File: src/rtl/ilv_pwm_pkg.sv
package ilv_pwm_pkg;

    localparam int PER_W = 12;
    localparam int CMD_W = 12;
    localparam int NCH   = 2;

    localparam logic [PER_W-1:0] PER_MIN = PER_W'(4);

    typedef struct packed {
        logic [PER_W-1:0] ph;
        logic [PER_W-1:0] quarter;
    } phase_t;

    function automatic logic [PER_W-1:0] fold_period(input logic [PER_W-1:0] raw);
        logic [PER_W-1:0] p;
        p = {raw[PER_W-1:2], 2'b00};
        return (p < PER_MIN) ? PER_MIN : p;
    endfunction

    function automatic logic [CMD_W-1:0] floor_sub(input logic [CMD_W-1:0] a,
                                                   input logic [CMD_W-1:0] b);
        return (a > b) ? (a - b) : '0;
    endfunction

    function automatic logic reached(input logic [PER_W-1:0] ramp,
                                     input logic [CMD_W-1:0] lvl);
        return 32'(ramp) >= 32'(lvl);
    endfunction

endpackage

File: src/rtl/ilv_cycle_ctr.sv
module ilv_cycle_ctr
    import ilv_pwm_pkg::*;
(
    input  logic                   clk,
    input  logic                   rst,
    input  logic                   en,
    input  logic [PER_W-1:0]       per_set,
    output logic [PER_W-1:0]       cnt_q,
    output logic [PER_W-1:0]       per_q,
    output phase_t [NCH-1:0]       ph_nxt
);

    localparam logic [PER_W-1:0] ONE = PER_W'(1);

    logic             restart;
    logic [PER_W-1:0] p_use;
    logic [PER_W-1:0] cnt_n;
    logic [PER_W-1:0] half;
    logic [PER_W-1:0] quarter;

    always_comb begin
        restart = !en || (cnt_q == per_q - ONE);
        p_use   = restart ? fold_period(per_set) : per_q;
        cnt_n   = restart ? '0 : (cnt_q + ONE);
        half    = p_use >> 1;
        quarter = p_use >> 2;
    end

    for (genvar k = 0; k < NCH; k++) begin : g_phase
        localparam bit SHIFTED = (k % 2) == 1;
        logic [PER_W:0] sum;
        logic [PER_W:0] wrapped;
        assign sum     = {1'b0, cnt_n} + (SHIFTED ? {1'b0, half} : '0);
        assign wrapped = sum - {1'b0, p_use};
        assign ph_nxt[k] = '{ph:      (sum >= {1'b0, p_use}) ? wrapped[PER_W-1:0]
                                                             : sum[PER_W-1:0],
                             quarter: quarter};
    end

    always_ff @(posedge clk) begin
        if (rst) begin
            cnt_q <= '0;
            per_q <= fold_period(per_set);
        end else begin
            cnt_q <= cnt_n;
            per_q <= p_use;
        end
    end

endmodule

File: src/rtl/ilv_pwm_chan.sv
module ilv_pwm_chan
    import ilv_pwm_pkg::*;
(
    input  logic             clk,
    input  logic             rst,
    input  logic             en,
    input  phase_t           ph_n,
    input  logic [CMD_W-1:0] cmd,
    input  logic [CMD_W-1:0] corr,
    output logic             pwm_q
);

    logic [CMD_W-1:0] lvl;
    logic             term;
    logic             open;
    logic             hit;

    always_comb begin
        lvl  = floor_sub(cmd, corr);
        term = (ph_n.ph == '0);
        open = (ph_n.ph >= ph_n.quarter);
        hit  = reached(ph_n.ph, lvl);
    end

    always_ff @(posedge clk) begin
        if (rst || !en) begin
            pwm_q <= 1'b0;
        end else if (term) begin
            pwm_q <= 1'b0;
        end else if (open && hit) begin
            pwm_q <= 1'b1;
        end
    end

endmodule

File: src/rtl/ilv_pwm_top.sv
module ilv_pwm_top
    import ilv_pwm_pkg::*;
(
    input  logic             clk,
    input  logic             rst,
    input  logic             en,
    input  logic [PER_W-1:0] per_set,
    input  logic [CMD_W-1:0] cmd,
    input  logic [CMD_W-1:0] corr1,
    input  logic [CMD_W-1:0] corr2,
    output logic             pwm1,
    output logic             pwm2
);

    logic [PER_W-1:0]  cnt_q;
    logic [PER_W-1:0]  per_q;
    phase_t [NCH-1:0]  ph_nxt;
    logic [CMD_W-1:0]  corr_v [NCH];
    logic [NCH-1:0]    pwm_v;

    assign corr_v[0] = corr1;
    assign corr_v[1] = corr2;

    ilv_cycle_ctr u_ctr (
        .clk     (clk),
        .rst     (rst),
        .en      (en),
        .per_set (per_set),
        .cnt_q   (cnt_q),
        .per_q   (per_q),
        .ph_nxt  (ph_nxt)
    );

    for (genvar k = 0; k < NCH; k++) begin : g_chan
        ilv_pwm_chan u_chan (
            .clk   (clk),
            .rst   (rst),
            .en    (en),
            .ph_n  (ph_nxt[k]),
            .cmd   (cmd),
            .corr  (corr_v[k]),
            .pwm_q (pwm_v[k])
        );
    end

    assign pwm1 = pwm_v[0];
    assign pwm2 = pwm_v[1];

endmodule

File: config.mk
export PLATFORM = sky130hd
export DESIGN_NAME = ilv_pwm_top
export DESIGN_NICKNAME = d
export VERILOG_FILES = /design/src/rtl/ilv_pwm_pkg.sv /design/src/rtl/ilv_cycle_ctr.sv /design/src/rtl/ilv_pwm_chan.sv /design/src/rtl/ilv_pwm_top.sv
export SDC_FILE = /design/constraint.sdc
export NUM_CORES = 1
export LEC_CHECK = 0
export ABC_CLOCK_PERIOD_IN_PS = 8050
export CAP_MARGIN = 20
export CORE_MARGIN = 5
export CORE_UTILIZATION = 35
export DETAILED_ROUTE_END_ITERATION = 12
export PLACE_DENSITY_LB_ADDON = 0.05
export SKIP_LAST_GASP = 1
export SLEW_MARGIN = 20
export SYNTH_ARGS = -nofsm -noshare
export SYNTH_HDL_FRONTEND = slang
export SYNTH_SLANG_ARGS = --single-unit
File: constraint.sdc
create_clock -name clk -period 8.05 [get_ports clk]
set_input_delay 1.61 -clock clk [delete_from_list [all_inputs] [get_ports clk]]
set_output_delay 1.61 -clock clk [all_outputs]
set_load 0.02 [all_outputs]
### Yosys cells after proc, flatten, opt, wreduce, memory -nomap -nowiden

Index checks and enable logic that the tools add are counted.

* register bits after elaboration: 26
* input port bits: 51
* output and inout bits: 2
* logic and storage cells: 38

* add/subtract/negate cells: 7
* $lt $le $gt $ge: 9
* eq/ne operators: 1
* multiplexer cells: 8
* reductions and logical operators: 9

Operators with widths (count)
* $mux W12: 8
* $sub A12 B12 Y12: 4
* $ge A12 B12 Y1: 3
* $ge A12 B10 Y1: 2
* $gt A12 B12 Y1: 2
* $logic_not A12 Y1: 2
* $add A12 B11 Y13: 1
* $ge A13 B12 Y1: 1
* $add A12 B1 Y12 const B: 1
* $eq A12 B12 Y1: 1
* $lt A12 B3 Y1 const B: 1
* $sub A12 B1 Y12 const B: 1
* $reduce_or A2 Y1: 2
* $logic_and A1 B1 Y1: 2
* $logic_or A1 B1 Y1: 2
* $logic_not A1 Y1: 1

### Logic depth before layout (Yosys ltp)

* word-level depth: 9
* depth in mapped cells: 44
* gate-level depth less buffers: 41

### Modules after synthesis

A second synthesis with hierarchy kept.

* cells, all modules: 783
* area total of the unflattened synthesis: 6074.6 sq um

Modules (own cells, without submodules)
* ilv_cycle_ctr: times used 1, cells each 429, area each 3500.9 sq um
* ilv_pwm_chan at g_chan[1].u_chan: times used 1, cells each 186, area each 1352.5 sq um
* ilv_pwm_chan at g_chan[0].u_chan: times used 1, cells each 168, area each 1221.2 sq um

### Least setup slack after synthesis

Ideal clock, no wire load.

* path kind: register to register
* from: register u_ctr.per_q[0]
* to: register g_chan[1].u_chan.pwm_q
* setup time: 0.129 ns
* arrival time: 8.028 ns
* data required time: 7.921 ns
* setup slack: -0.106 ns
* stages on the path, launching flop included: 45
* clock period less this slack: 8.156 ns
* path through: dfxtp_1 > inv_1 > ha_1 > nand2b_4 > or4_4 > xnor2_1 > o311a_2 > o31ai_4 > clkbuf_1 > clkbuf_1 > nand2_1 > o21ai_0 > inv_1 > ha_1 > a21o_1 > a21oi_1 > nor2b_1 > and2_1 > [9 not listed] > nor4_1 > a311o_1 > nor2_2 > buf_2 > nor2_1 > a21oi_1 > ha_1 > nand2b_1 > a21o_1 > a21o_1 > a21o_1 > a21o_1 > a21o_1 > a21o_1 > a21oi_1 > o21ai_0 > o41ai_1 > a21oi_1

* cells in the longest elaborated chain, start to end: 9
* elaborated cells between the ends (all ways): 14

RTL lines
* start, declared: RTL line ilv_cycle_ctr.sv:9 `output logic [PER_W-1:0] per_q,`
* start signal, assigned: RTL line ilv_cycle_ctr.sv:43 `per_q <= fold_period(per_set);`
* start signal, assigned: RTL line ilv_cycle_ctr.sv:46 `per_q <= p_use;`
* $sub A12 B1 Y12: RTL line ilv_cycle_ctr.sv:22 `restart = !en || (cnt_q == per_q - ONE);`
* $eq A12 B12 Y1: RTL line ilv_cycle_ctr.sv:22
* $logic_or A1 B1 Y1: RTL line ilv_cycle_ctr.sv:22
* $mux W12, on equally long branches: RTL line ilv_cycle_ctr.sv:24, ilv_cycle_ctr.sv:23
* $add A12 B11 Y13: RTL line ilv_cycle_ctr.sv:33 `assign sum = {1'b0, cnt_n} + (SHIFTED ? {1'b0, half} : '0);`
* $sub A12 B12 Y12 / $ge A13 B12 Y1 (equally long branches): RTL line ilv_cycle_ctr.sv:34, ilv_cycle_ctr.sv:35
* $mux W12: RTL line ilv_cycle_ctr.sv:35 `assign ph_nxt[k] = '{ph: (sum >= {1'b0, p_use}) ? wrapped[PER_W-1:0]`
* $ge A12 B10 Y1 (tied with other cells): RTL line ilv_pwm_chan.sv:21 `open = (ph_n.ph >= ph_n.quarter);`
* $logic_and A1 B1 Y1 / $reduce_or A2 Y1 (equally long branches)
* end signal, assigned: RTL line ilv_pwm_chan.sv:27 `pwm_q <= 1'b0;`
* end signal, assigned: RTL line ilv_pwm_chan.sv:29 `pwm_q <= 1'b0;`
* end signal, assigned: RTL line ilv_pwm_chan.sv:31 `pwm_q <= 1'b1;`
* end, declared: RTL line ilv_pwm_chan.sv:10 `output logic pwm_q`

Parallel ways exist; a longest one is shown, timed or not.
A chain may end at the register's enable or synchronous reset.

### Final worst setup path

* from: input port per_set[9]
* to: register g_chan[1].u_chan.pwm_q

* cells in the longest elaborated chain, start to end: 8
* elaborated cells between the ends (all ways): 12

RTL lines
* start, declared: RTL line ilv_pwm_top.sv:7 `input logic [PER_W-1:0] per_set,`
* $lt A12 B3 Y1: RTL line ilv_pwm_pkg.sv:17 `return (p < PER_MIN) ? PER_MIN : p;`
* $mux W12 *: RTL line ilv_pwm_pkg.sv:17
* $mux W12 *: RTL line ilv_cycle_ctr.sv:23 `p_use = restart ? fold_period(per_set) : per_q;`
* $add A12 B11 Y13: RTL line ilv_cycle_ctr.sv:33
* $sub A12 B12 Y12 / $ge A13 B12 Y1 (equally long branches): RTL line ilv_cycle_ctr.sv:34, ilv_cycle_ctr.sv:35
* $mux W12: RTL line ilv_cycle_ctr.sv:35
* $ge A12 B10 Y1 (tied with other cells): RTL line ilv_pwm_chan.sv:21
* $logic_and A1 B1 Y1 / $reduce_or A2 Y1 (equally long branches)

Mark *: on every way between the ends. The rest lies on a longest branch, timed or not.

==> out/metrics.cfg <==
[outcome]
outcome=completed

[timing]
setup_tns_ns=0
setup_violations=0
final-max-slew-violation-count=0
skew_ns=0.00861
finalCriticalPeriod_ns=7.71
max_slew_margin_pct=55.3
hold_viol=0
fmax_mhz=130
tightest_slew_ns=0.668
min_period_over_period_pct=95.8
rsz0062_at_grt=false

[setup_path]
ff2ff_path_depth=38
rr_endpoint=g_chan[1].u_chan.pwm_q
timing.critical_path.mode_cell=a21o_1
cp_slowest_stage_delay_ns=0.49
crit_fanout=4
crit_type=input port to register
r2r_start=u_ctr.per_q[1]
arrival_ns=7.87
worstSetupStartpointType=input port
slowest_stage=clkdlybuf4s50_1
r2r_slack_ns=0.44
critical_path.endpoint_type=register
cp.required_ns=8.21

[routing]
vias=5838
vias_per_cell=5.28
ant_nets=0
dr.first_iter.drc_count=360
wirelength_mm=18.4
firstDrtPassIters=5
wl_per_cell_um=16.6
drc=0

[pwr]
pwr-share-seq_pct=18.8
power_density_nw_per_um2=108
ir_worst_vdd_v=0.0000791
combinationalPowerShare_pct=65.6
p_int_mw=0.449
p_sw_share_pct=42.3
p_clk_share_pct=15.6
power.leakage_nw=3.51
netSwitchingPower_mw=0.329

[yosys]
synthAdderAreaFrac_pct=24.4
synth_ff_type=dfxtp_1
synth-simple-area-share_pct=22.2
netlist.area_leader.share_pct=22.5
synth_edf_count=0
avgSynthCellArea_um2=7.45
ys_seq_area_share_pct=9.02
syn-instance-count=775
ys_ff_latch=26
synth.area.mux_share_pct=4.83
synth_fp_nets=935
synth_area_um2=5770
synth_compound_area_share_pct=23.0
synth_top_family_by_area=adder cells
yosysWarningCount=0
yosysUniqueCellTypes=72
synth_xor_area_share_pct=9.71
yosys.area.top_type=ha_1
synth_async_sr_flop_share_pct=0
post_synth_main_area_contributors=ha_1 (23%), dfxtp_1 (9.0%), xnor2_1 (6.5%)

[global_route]
first_global_vias=5741
grt_usage_pct=18.6
grt_antenna_before_repair=0
grt.busiest_layer=met2
grt_pass1_wl_mm=29.5
grt_overflow=0
grt_max_degree=27
gr-usage-met2_pct=31.6
use_met1_pct=24.7
grt_use_met3_pct=1.86

[place]
dp_cells=1100
gp_congestion=0.920
numPortBuffers=50
place_area_um2=7020
dp_hpwl_mm=15.7

[cts]
ctsLongestPathBuffers=2
clock_latency_ns=0.27
clk_pin_slew_ns=0.07
clockRootBuffer=clkbuf_16
clkSinkCount=26
cts_htree_levels=1
cts_tree=done
cts_made_buffers=3

[floorplan]
rows=47
dieWidth_um=138
fp.dieH_um=138
initial_core_util_pct=35.2
dieArea_um2=19200
pin_count=53
core_area_um2=16400

[layout]
n_fill_cell=1640
final_area_um2=7230
drive_above_1_share_pct=15.0
final_util_pct=44.1
fin_nets=1047
stdcell_count=1105
area_delta_synth_final_pct=25.2
antennaDiodeCount=0

[hold_path]
hold_path_depth=2
whs_endpoint=u_ctr.per_q[0]
hp-start=u_ctr.per_q[0]
hold_path.class=register to register

[run]
maxCapViolCount=0

==> state kept, by name, indices dropped and copies added (netlist names) <==
signal,cells
g_chan.u_chan.pwm_q,2
u_ctr.cnt_q,12
u_ctr.per_q,12
==> final cells by class <==
class | count | area, µm² | area share, %
Clock buffer | 3 | 75.1 | 1.04
Inverter | 78 | 293 | 4.05
Multi-Input combinational cell | 650 | 4960 | 68.6
Sequential cell | 26 | 522 | 7.22
Tap cell | 220 | 275 | 3.81
Timing Repair Buffer | 128 | 1100 | 15.3
==> stage by stage <==
| step | power, mW | hold WS, ns | setup slack [ns] |
|---|---|---|---|
| detailed placement | 0.645 | 0.532 | -0.267 |
| finish | 0.777 | 0.551 | 0.335 |
| global placement | 0.636 | 0.522 | -0.190 |
| global route | 0.848 | 0.612 | 0.0109 |
| CTS | 0.770 | 0.542 | 0.0378 |
| floorplan | 0.479 | 0.500 | 0.0613 |
==> what timing repair did <==
| item | 4_1_cts | 5_1_grt |
|---|---|---|
| endpoints found under the setup margin | 1 | 1 |
| buffers inserted | 0 | 2 |
| pin swaps | 1 | 14 |
| hold buffers | 0 | 0 |
| resized for setup | 0 | 27 |
==> how the worst max path moves through the flow <==
stage / endpoint / cells past startpoint / from / slack (ns)
floorplan: g_chan[1].u_chan.pwm_q / 44 / u_ctr.per_q[0] / 0.06
global placement: g_chan[1].u_chan.pwm_q / 36 / per_set[3] / -0.19
detailed placement: g_chan[1].u_chan.pwm_q / 36 / per_set[3] / -0.27
CTS: g_chan[1].u_chan.pwm_q / 36 / per_set[3] / 0.04
global route: g_chan[1].u_chan.pwm_q / 37 / per_set[9] / 0.01
finish: g_chan[1].u_chan.pwm_q / 35 / per_set[9] / 0.34
==> Yosys cell counts, types with 19 or more instances <==
master / n
ha_1: 104
inv_1: 78
nand2_1: 78
a21oi_1: 55
nor2_1: 50
xnor2_1: 43
a21o_1: 39
o21ai_0: 36
dfxtp_1: 26
nor3_1: 25
xor2_1: 21
nand3_1: 19
==> routing by layer <==
layer | share of wire [%] | vias up
li1 | - | 3010
met1 | 46 | 2660
met2 | 47 | 141
met3 | 4.3 | 27
met4 | 3.0 | 0
met5 | 0 | -
==> worst max-delay path, delay by kind of cell <==
family          cells  cell delay (ns)
buf+inv             4             0.86
xor+xnor            1             0.12
compound gates     20             3.30
fa+ha+maj           3             1.04
simple gates        7             0.95
==> power groups by stage <==
| stage | Clock, mW | Sequential [mW] | Combinational, mW |
|---|---|---|---|
| after global placement | 0 | 0.149 | 0.487 |
| after CTS | 0.125 | 0.146 | 0.499 |
| after detailed placement | 0 | 0.149 | 0.496 |
| after global routing | 0.129 | 0.148 | 0.571 |
| after floorplan | 0 | 0.145 | 0.335 |
| final | 0.121 | 0.146 | 0.510 |
==> layout by cell type (no fill, tap or decap), drive strengths merged, types with 16 or more instances in the layout <==
cell             n
ha             104
mux2            20
inv             78
nand2           78
clkdlybuf4s50   46
nand4           16
dfxtp           26
a21oi           55
nand3           19
a21o            39
buf             78
nor2            52
o21ai           37
xor2            21
xnor2           43
nor3            25
==> cell families after synthesis <==
| group | count (synthesis) |
|---|---|
| muxes | 25 |
| adders and majority gates | 110 |
| DFF | 26 |
| AOI/OAI and AO/OA | 194 |
| buffers and inverters | 99 |
| xor gates and xnor gates | 64 |
| and+or+nand+nor | 257 |
Power figures use the tool's default switching activity.
